==> config.mk <==
export PLATFORM = sky130hd
export DESIGN_NAME = irq_l1_ctrl
export DESIGN_NICKNAME = d
export VERILOG_FILES = /design/src/rtl/irq_l1_pkg.sv /design/src/rtl/irq_l1_addr_dec.sv /design/src/rtl/irq_l1_line_sample.sv /design/src/rtl/irq_l1_mask_bank.sv /design/src/rtl/irq_l1_ctrl.sv
export SDC_FILE = /design/constraint.sdc
export NUM_CORES = 1
export LEC_CHECK = 0
export BUFFER_PORTS_ARGS = -buffer_cell sky130_fd_sc_hd__buf_2
export CAP_MARGIN = 20
export CORE_MARGIN = 1
export CORE_UTILIZATION = 43
export DETAILED_ROUTE_END_ITERATION = 7
export GPL_ROUTABILITY_DRIVEN = 0
export PLACE_DENSITY = 0.72
export SLEW_MARGIN = 0
export SYNTH_ARGS = -nofsm -noshare
export SYNTH_HDL_FRONTEND = slang
export SYNTH_SLANG_ARGS = --single-unit
==> constraint.sdc <==
create_clock -name clk_i -period 7.6 [get_ports clk_i]
set_clock_uncertainty 0.2 [all_clocks]
set_input_delay 0.38 -clock clk_i [delete_from_list [all_inputs] [get_ports clk_i]]
set_output_delay 0.38 -clock clk_i [all_outputs]
set_load 0.005 [all_outputs]
==> src/rtl/irq_l1_pkg.sv <==
package irq_l1_pkg;
  localparam int unsigned WORD_BITS = 32;

  typedef enum logic [1:0] {
    BANK_STATUS = 2'd0,
    BANK_MASK   = 2'd1,
    BANK_SET    = 2'd2,
    BANK_CLR    = 2'd3
  } bank_e;

  function automatic int unsigned idx_w(input int unsigned n);
    return (n > 1) ? $clog2(n) : 1;
  endfunction
endpackage

==> src/rtl/irq_l1_addr_dec.sv <==
module irq_l1_addr_dec
  import irq_l1_pkg::*;
#(
  parameter int unsigned NUM_WORDS = 3,
  parameter int unsigned NUM_CPUS  = 2,
  localparam int unsigned REGION_W = $clog2(4 * NUM_WORDS),
  localparam int unsigned CPU_W    = idx_w(NUM_CPUS),
  localparam int unsigned WORD_W   = idx_w(NUM_WORDS),
  localparam int unsigned ADDR_W   = REGION_W + CPU_W
) (
  input  logic [ADDR_W-1:0] addr_i,
  output logic              hit_o,
  output bank_e             bank_o,
  output logic [WORD_W-1:0] word_o,
  output logic [CPU_W-1:0]  cpu_o
);
  logic [REGION_W-1:0] off;
  int unsigned off_u, cpu_u, base;

  assign off   = addr_i[REGION_W-1:0];
  assign cpu_o = addr_i[ADDR_W-1:REGION_W];

  always_comb begin
    off_u = 32'(off);
    cpu_u = 32'(cpu_o);
    hit_o = (off_u < 4 * NUM_WORDS) && (cpu_u < NUM_CPUS);
    if (off_u < NUM_WORDS) begin
      bank_o = BANK_STATUS;
      base   = 0;
    end else if (off_u < 2 * NUM_WORDS) begin
      bank_o = BANK_MASK;
      base   = NUM_WORDS;
    end else if (off_u < 3 * NUM_WORDS) begin
      bank_o = BANK_SET;
      base   = 2 * NUM_WORDS;
    end else begin
      bank_o = BANK_CLR;
      base   = 3 * NUM_WORDS;
    end
    word_o = WORD_W'(off_u - base);
  end
endmodule

==> src/rtl/irq_l1_line_sample.sv <==
module irq_l1_line_sample #(
  parameter int unsigned NUM_LINES = 96
) (
  input  logic                 clk_i,
  input  logic                 rst_ni,
  input  logic [NUM_LINES-1:0] lines_i,
  output logic [NUM_LINES-1:0] status_o
);
  always_ff @(posedge clk_i or negedge rst_ni) begin
    if (!rst_ni) status_o <= '0;
    else         status_o <= lines_i;
  end
endmodule

==> src/rtl/irq_l1_mask_bank.sv <==
module irq_l1_mask_bank
  import irq_l1_pkg::*;
#(
  parameter int unsigned NUM_WORDS = 3,
  localparam int unsigned WORD_W    = idx_w(NUM_WORDS),
  localparam int unsigned NUM_LINES = NUM_WORDS * WORD_BITS
) (
  input  logic                 clk_i,
  input  logic                 rst_ni,
  input  logic                 set_en_i,
  input  logic                 clr_en_i,
  input  logic [WORD_W-1:0]    word_i,
  input  logic [WORD_BITS-1:0] wdata_i,
  input  logic [NUM_LINES-1:0] status_i,
  output logic [NUM_LINES-1:0] mask_o,
  output logic                 irq_o
);
  logic [NUM_LINES-1:0] set_vec, clr_vec, mask_d;

  for (genvar w = 0; w < NUM_WORDS; w++) begin : g_word
    logic word_hit;
    assign word_hit = (word_i == WORD_W'(w));
    assign set_vec[w*WORD_BITS +: WORD_BITS] = (set_en_i && word_hit) ? wdata_i : '0;
    assign clr_vec[w*WORD_BITS +: WORD_BITS] = (clr_en_i && word_hit) ? wdata_i : '0;
  end

  // clear applied last: a bit hit by both ends disabled
  assign mask_d = (mask_o | set_vec) & ~clr_vec;

  always_ff @(posedge clk_i or negedge rst_ni) begin
    if (!rst_ni) mask_o <= '0;
    else         mask_o <= mask_d;
  end

  assign irq_o = |(status_i & mask_o);
endmodule

==> src/rtl/irq_l1_ctrl.sv <==
module irq_l1_ctrl
  import irq_l1_pkg::*;
#(
  parameter int unsigned NUM_WORDS = 3,
  parameter int unsigned NUM_CPUS  = 2,
  localparam int unsigned NUM_LINES = NUM_WORDS * WORD_BITS,
  localparam int unsigned REGION_W  = $clog2(4 * NUM_WORDS),
  localparam int unsigned CPU_W     = idx_w(NUM_CPUS),
  localparam int unsigned WORD_W    = idx_w(NUM_WORDS),
  localparam int unsigned ADDR_W    = REGION_W + CPU_W
) (
  input  logic                 clk_i,
  input  logic                 rst_ni,
  input  logic [NUM_LINES-1:0] irq_lines_i,
  input  logic                 bus_we_i,
  input  logic                 bus_re_i,
  input  logic [ADDR_W-1:0]    bus_addr_i,
  input  logic [WORD_BITS-1:0] bus_wdata_i,
  output logic [WORD_BITS-1:0] bus_rdata_o,
  output logic [NUM_CPUS-1:0]  irq_o
);
  logic                          dec_hit;
  bank_e                         dec_bank;
  logic [WORD_W-1:0]             dec_word;
  logic [CPU_W-1:0]              dec_cpu;
  logic [NUM_LINES-1:0]          status_q;
  logic [NUM_CPUS*NUM_LINES-1:0] mask_all;
  logic                          wr_set, wr_clr;

  irq_l1_addr_dec #(.NUM_WORDS(NUM_WORDS), .NUM_CPUS(NUM_CPUS)) u_dec (
    .addr_i (bus_addr_i),
    .hit_o  (dec_hit),
    .bank_o (dec_bank),
    .word_o (dec_word),
    .cpu_o  (dec_cpu)
  );

  irq_l1_line_sample #(.NUM_LINES(NUM_LINES)) u_sample (
    .clk_i    (clk_i),
    .rst_ni   (rst_ni),
    .lines_i  (irq_lines_i),
    .status_o (status_q)
  );

  assign wr_set = bus_we_i && dec_hit && (dec_bank == BANK_SET);
  assign wr_clr = bus_we_i && dec_hit && (dec_bank == BANK_CLR);

  for (genvar c = 0; c < NUM_CPUS; c++) begin : g_cpu
    logic cpu_sel;
    assign cpu_sel = (dec_cpu == CPU_W'(c));

    irq_l1_mask_bank #(.NUM_WORDS(NUM_WORDS)) u_bank (
      .clk_i    (clk_i),
      .rst_ni   (rst_ni),
      .set_en_i (wr_set && cpu_sel),
      .clr_en_i (wr_clr && cpu_sel),
      .word_i   (dec_word),
      .wdata_i  (bus_wdata_i),
      .status_i (status_q),
      .mask_o   (mask_all[c*NUM_LINES +: NUM_LINES]),
      .irq_o    (irq_o[c])
    );
  end

  logic [WORD_BITS-1:0] status_word, mask_word;

  always_comb begin
    status_word = '0;
    mask_word   = '0;
    for (int w = 0; w < NUM_WORDS; w++) begin
      if (dec_word == WORD_W'(w)) status_word = status_q[w*WORD_BITS +: WORD_BITS];
    end
    for (int c = 0; c < NUM_CPUS; c++) begin
      for (int w = 0; w < NUM_WORDS; w++) begin
        if (dec_cpu == CPU_W'(c) && dec_word == WORD_W'(w))
          mask_word = mask_all[c*NUM_LINES + w*WORD_BITS +: WORD_BITS];
      end
    end
    bus_rdata_o = '0;
    if (bus_re_i && dec_hit)
      bus_rdata_o = (dec_bank == BANK_STATUS) ? status_word : mask_word;
  end
endmodule

-- Word-level counts from Yosys, hierarchy flattened
Cells that the tools add are included.
- bits in registers: 288
- input port bits: 137
- add/subtract/negate cells: 1
- magnitude comparators: 4
- eq/ne operators: 4
- muxes and demuxes: 29
- bitwise logic cells: 9
- reduce and logical (&&, ||, !) cells: 30
- operator list (operator ; count):
    $mux W32 ; 23
    $and A96 B96 Y96 ; 4
    $not A96 Y96 ; 2
    $or A96 B96 Y96 ; 2
    $reduce_or A96 Y1 ; 2
    $logic_and A1 B1 Y1 ; 26
    $mux W2 ; 5
    $lt A4 B4 Y1 const B ; 2
    $eq A2 B2 Y1 const B ; 3
    $logic_not A2 Y1 ; 2
    $lt A4 B2 Y1 const B ; 1
    $lt A4 B3 Y1 const B ; 1
    $eq A2 B1 Y1 const B ; 1
    $sub A2 B2 Y2 ; 1
    $mux W1 ; 1
    $not A1 Y1 ; 1

-- Longest topological paths before layout
- depth after elaboration: 15
- depth in mapped cells: 13
- mapped depth without buffers: 9

-- Hierarchy
A second synthesis with hierarchy kept.
- cell total of the unflattened synthesis: 1267
- area total of the unflattened synthesis: 13310.3 um^2
- by module, submodules not included (module ; times used ; cells an instance ; area an instance (um^2) ; seq. area each (um^2)):
    irq_l1_mask_bank ; 2 ; 379 ; 4016.4 ; 2402.3
    irq_l1_ctrl ; 1 ; 398 ; 2763.9 ; 0.0
    irq_l1_line_sample ; 1 ; 96 ; 2402.3 ; 2402.3
    irq_l1_addr_dec ; 1 ; 15 ; 111.4 ; 0.0

-- Worst setup path after synthesis
No wires, ideal clock.
- kind: in2out
- from: input port bus_addr_i[3]
- to: output port bus_rdata_o[19]
- arrival time: 3.016 ns
- required time: 7.020 ns
- setup slack: 4.004 ns
- stages on the path: 12
- cell sequence: buf_2 > nand2_1 > clkbuf_1 > o221ai_1 > ha_1 > clkbuf_1 > clkbuf_1 > clkbuf_1 > clkbuf_1 > o211ai_1 > a32o_1 > o2bb2ai_1
- longest elaborated chain between the ends: 15
- elaborated cells between the ends (all ways): 33
- classes of those cells: 1 x add/sub; 4 x order compare; 2 x eq/ne; 17 x mux; 9 x reduce/logical
- RTL lines (element ; RTL line ; RTL):
    start: declaration ; irq_l1_ctrl.sv:17 ; input logic [ADDR_W-1:0] bus_addr_i,
    $lt A4 B4 Y1 ; irq_l1_addr_dec.sv:33 ; end else if (off_u < 3 * NUM_WORDS) begin
    $mux W2 ; irq_l1_addr_dec.sv:33 ;
    $mux W2 ; irq_l1_addr_dec.sv:30 ; end else if (off_u < 2 * NUM_WORDS) begin
    $mux W2 ; irq_l1_addr_dec.sv:27 ; if (off_u < NUM_WORDS) begin
    $sub A2 B2 Y2 ; irq_l1_addr_dec.sv:40 ; word_o = WORD_W'(off_u - base);
    $logic_not A2 Y1 ; irq_l1_ctrl.sv:71, irq_l1_ctrl.sv:75 ;
    $logic_and A1 B1 Y1 ; irq_l1_ctrl.sv:75 ; if (dec_cpu == CPU_W'(c) && dec_word == WORD_W'(w))
    $mux W32 (6 in a row) ; irq_l1_ctrl.sv:75 ;
    $mux W32 ; irq_l1_ctrl.sv:81 ; bus_rdata_o = (dec_bank == BANK_STATUS) ? status_word : mask_word;
    $mux W32 * ; irq_l1_ctrl.sv:80 ; if (bus_re_i && dec_hit)
    end: declaration ; irq_l1_ctrl.sv:19 ; output logic [WORD_BITS-1:0] bus_rdata_o,
Mark *: on every way between the ends. The rest lies on a longest branch, timed or not.

-- Worst setup path after layout
- from: input port bus_addr_i[3]
- to: output port bus_rdata_o[30]
Same word-level chain as after synthesis.

==> metrics.md <==
| Metric | Value |
|---|---|
| Slew Viols, Final | 0 |
| Post-synth EDFFs | 0 |
| Initial Util | 44.27% |
| Combinational Power Share | 21.5% |
| Switching power share of the total | 34.04% |
| Min-Delay Path Class | in2reg |
| Mapped Cells | 1381 |
| Sequential share of the synthesized area | 52.67% |
| First-pass GRT wire length | 92020 um |
| Worst hold slack | 0.2379 ns |
| F_max | 205.9 MHz |
| Initial DRC Count | 3163 |
| RSZ-0062 raised after global routing | no |
| Top FF cell, synth | dfrtp_1 |
| Share of layout cells above drive strength 1 | 19.20% |
| H-tree Lvls | 1 |
| CTS tree | built |
| Startpoint types | input port |
| Layout Nets | 1748 |
| Reg-to-reg critical path endpoint | g_cpu[0].u_bank.mask_o[68]$_DFF_PN0_ |
| Dpl hpwl | 40010 um |
| Largest net degree at the start of global routing | 181 |
| Setup violators final | 0 |
| Max Cap Violations | 0 |
| Worst slew pin tran | 1.351 ns |
| WP data arrival | 4.28 ns |
| R2r setup slk | 6.42 ns |
| Fin crit period | 4.857 ns |
| Final hold viol count | 0 |
| Flops & latches, synth | 288 |
| Wirelength per Cell | 30.71 um |
| Mapped Avg Cell Area | 9.908 sq um |
| Core footprint | 30910 sq um |
| DR vias | 14550 |
| Die Area | 32540 sq um |
| Clock Tree Buf Depth | 3 |
| Hold Path Sink | u_sample.status_o[79]$_DFF_PN0_ |
| Die height | 180.4 um |
| Pint | 3.156 mW |
| Outcome | finished clean |
| Clk pin slew, worst setup/hold paths | 0.06 ns |
| First-pass iteration count of the detailed router | 8 |
| Pwr/cell area | 278.1 nW/um^2 |
| Max VDD drop | 0.2262 mV |
| I/O Buffers | 170 |
| Critical path capture point type | output pin |
| Required time of the worst setup path | 7.02 ns |
| I/O pin total | 171 |
| DRC Markers | 0 |
| Clock Tree Root | clkbuf_16 |
| Hold Path Stages | 2 |
| Reg power frac | 46.0% |
| Critical Path Fanout Max | 25 |
| R2r worst-path depth | 2 |
| Via density | 7.157 |
| Setup tns final | 0 ns |
| Synthesized netlist net count | 1519 |
| # clock sinks | 288 |
| Hold wc startpoint | irq_lines_i[79] |
| Remaining antenna violation count | 0 |
| Number of global-route vias before repair | 13966 |
| Power share of the clock group | 32.5% |
| Synth Warn # | 0 |
| Post-synth ARST share | 100.0% |
| CP startpoint | bus_addr_i[3] |
| GRT Util Overall | 37.97% |
| Total Routed Length | 62430 um |
| Clock Latency Late Sink | 0.58 ns |
| Area delta synth->final | 25.75% |
| Final Cycle Share | 63.91% |
| Mapped cell area | 13680 sq um |
| Slew margin rel. | 9.911% |
| Critical path type | in2out |
| Worst r2r src | g_cpu[0].u_bank.mask_o[68]$_DFF_PN0_ |
| Sw power | 1.629 mW |
| FP Rows | 64 |
| Post-synth cell types | 60 |
| CTS Buf Count | 31 |
| Die X | 180.4 um |
| Static Leakage | 7.449 nW |
| Grt ovf | 0 |
| Antenna violations before repair | 1 |
| Post-CTS Repair Setup Buffers | 0 |
-- routing by layer --
metal  routed length (um)  vias to the layer above  global-route usage (%)  share of wire (%)
met5                   58                        -                   2.370              0.093
met4                 5192                        2                   23.35                8.3
met3                10680                      430                   17.56                 17
met2                25040                     1536                   53.30                 40
met1                21450                     6813                   47.09                 34
li1                     -                     5769                       -                  -
-- power by group through the flow --
stage	Sequential, mW	Clock (mW)	Combinational, mW
2_1_floorplan	1.99	0	0.621
3_3_place_gp	2.17	0	0.887
3_5_place_dp	2.17	0	0.912
4_1_cts	2.15	1.56	0.969
5_1_grt	2.19	1.62	1.10
6_report	2.20	1.56	1.03
-- worst max path at each step --
| stage | endpoint | slack, ns | cells past startpoint |
|---|---|---|---|
| floorplan | bus_rdata_o[19] | 4.00 | 12 |
| global placement | bus_rdata_o[31] | 3.04 | 11 |
| detailed placement | bus_rdata_o[31] | 2.98 | 11 |
| CTS | bus_rdata_o[31] | 2.98 | 11 |
| global route | bus_rdata_o[30] | 2.65 | 12 |
| finish | bus_rdata_o[30] | 2.74 | 12 |
-- repair_timing --
item / in CTS / in global routing
hold buffers: 129 / 0
hold endpoints to repair: 394 / 0
resized for setup: 0 / 0
-- cell type report --
type                    instances  area (sq um)
flip-flops and latches        288          7207
repair buffers                333          2427
inverters                      37         138.9
well taps                     396         495.5
clock inverters                13         160.2
diodes                          2         5.005
multi-input cells             919          5874
fillers                      2649         13700
clock buffers                  45         898.4
-- cell families after synthesis --
kind of cell	count (synthesis)	share of synthesized area, %
compound gates	712	33.85
flops	288	52.67
simple gates	191	7.041
buf+inv	174	5.212
mux	15	1.134
fa+ha+maj	1	0.09143
-- flip-flops by register name, indices dropped and copies added (netlist names) --
register,flops
g_cpu.u_bank.mask_o,192
u_sample.status_o,96
-- cells in the mapped netlist (all sizes together) (16+ instances only) --
library cell | n | share of area [%]
clkbuf | 100 | 2.7
nor3 | 16 | 0.59
a22oi | 74 | 4.1
a311oi | 24 | 1.7
nor2 | 29 | 0.81
a221o | 19 | 1.4
dfrtp | 288 | 53
inv | 37 | 1.0
o2111ai | 16 | 1.1
nand2 | 68 | 1.9
buf | 37 | 1.5
o211ai | 16 | 0.88
nand4 | 18 | 0.82
and3 | 20 | 0.91
o32a | 30 | 2.2
a21oi | 418 | 15
o22ai | 21 | 0.96
o221a | 19 | 1.6
-- per-stage QoR --
step                      power, mW  utilization, %  setup WS (ns)  instance area, sq um  cells
after global routing          4.915           55.66          2.655                 17200   2032
final                         4.785           55.67          2.743                 17210   2033
after CTS                     4.679           55.60          2.977                 17190   2030
after detailed placement      3.080           48.00          2.978                 14840   1843
after global placement        3.057           48.00          3.044                 14840   1843
after floorplan               2.610               -          4.004                 13680   1381
-- worst max-delay path: stages --
cell	delay [ns]
buf_2	0.29
nand2_1	0.43
o221ai_1	0.20
ha_2	0.26
inv_1	0.10
o22a_1	0.21
buf_4	0.24
a31oi_2	0.83
buf_4	0.32
a221oi_1	0.11
o32ai_1	0.64
buf_2	0.23
-- cell usage in the layout (no fill, tap or decap), types with 6 or more instances in the layout --
master / n
a211oi_1: 11
a21oi_1: 418
a221o_1: 19
a221oi_1: 13
a22o_1: 12
a22oi_1: 74
a311oi_1: 20
a32o_1: 9
and3_1: 20
buf_2: 169
buf_4: 32
clkbuf_1: 7
clkbuf_16: 31
clkbuf_8: 7
clkinv_2: 7
dfrtp_1: 288
dlygate4sd3_1: 129
inv_1: 37
mux2i_1: 11
nand2_1: 68
nand3_1: 8
nand4_1: 18
nor2_1: 23
nor2_2: 6
nor3_1: 13
o2111ai_1: 14
o211ai_1: 16
o221a_2: 19
o22ai_1: 21
o2bb2ai_1: 9
o32a_1: 30
or2_2: 11
Power figures use the tool's default switching activity.
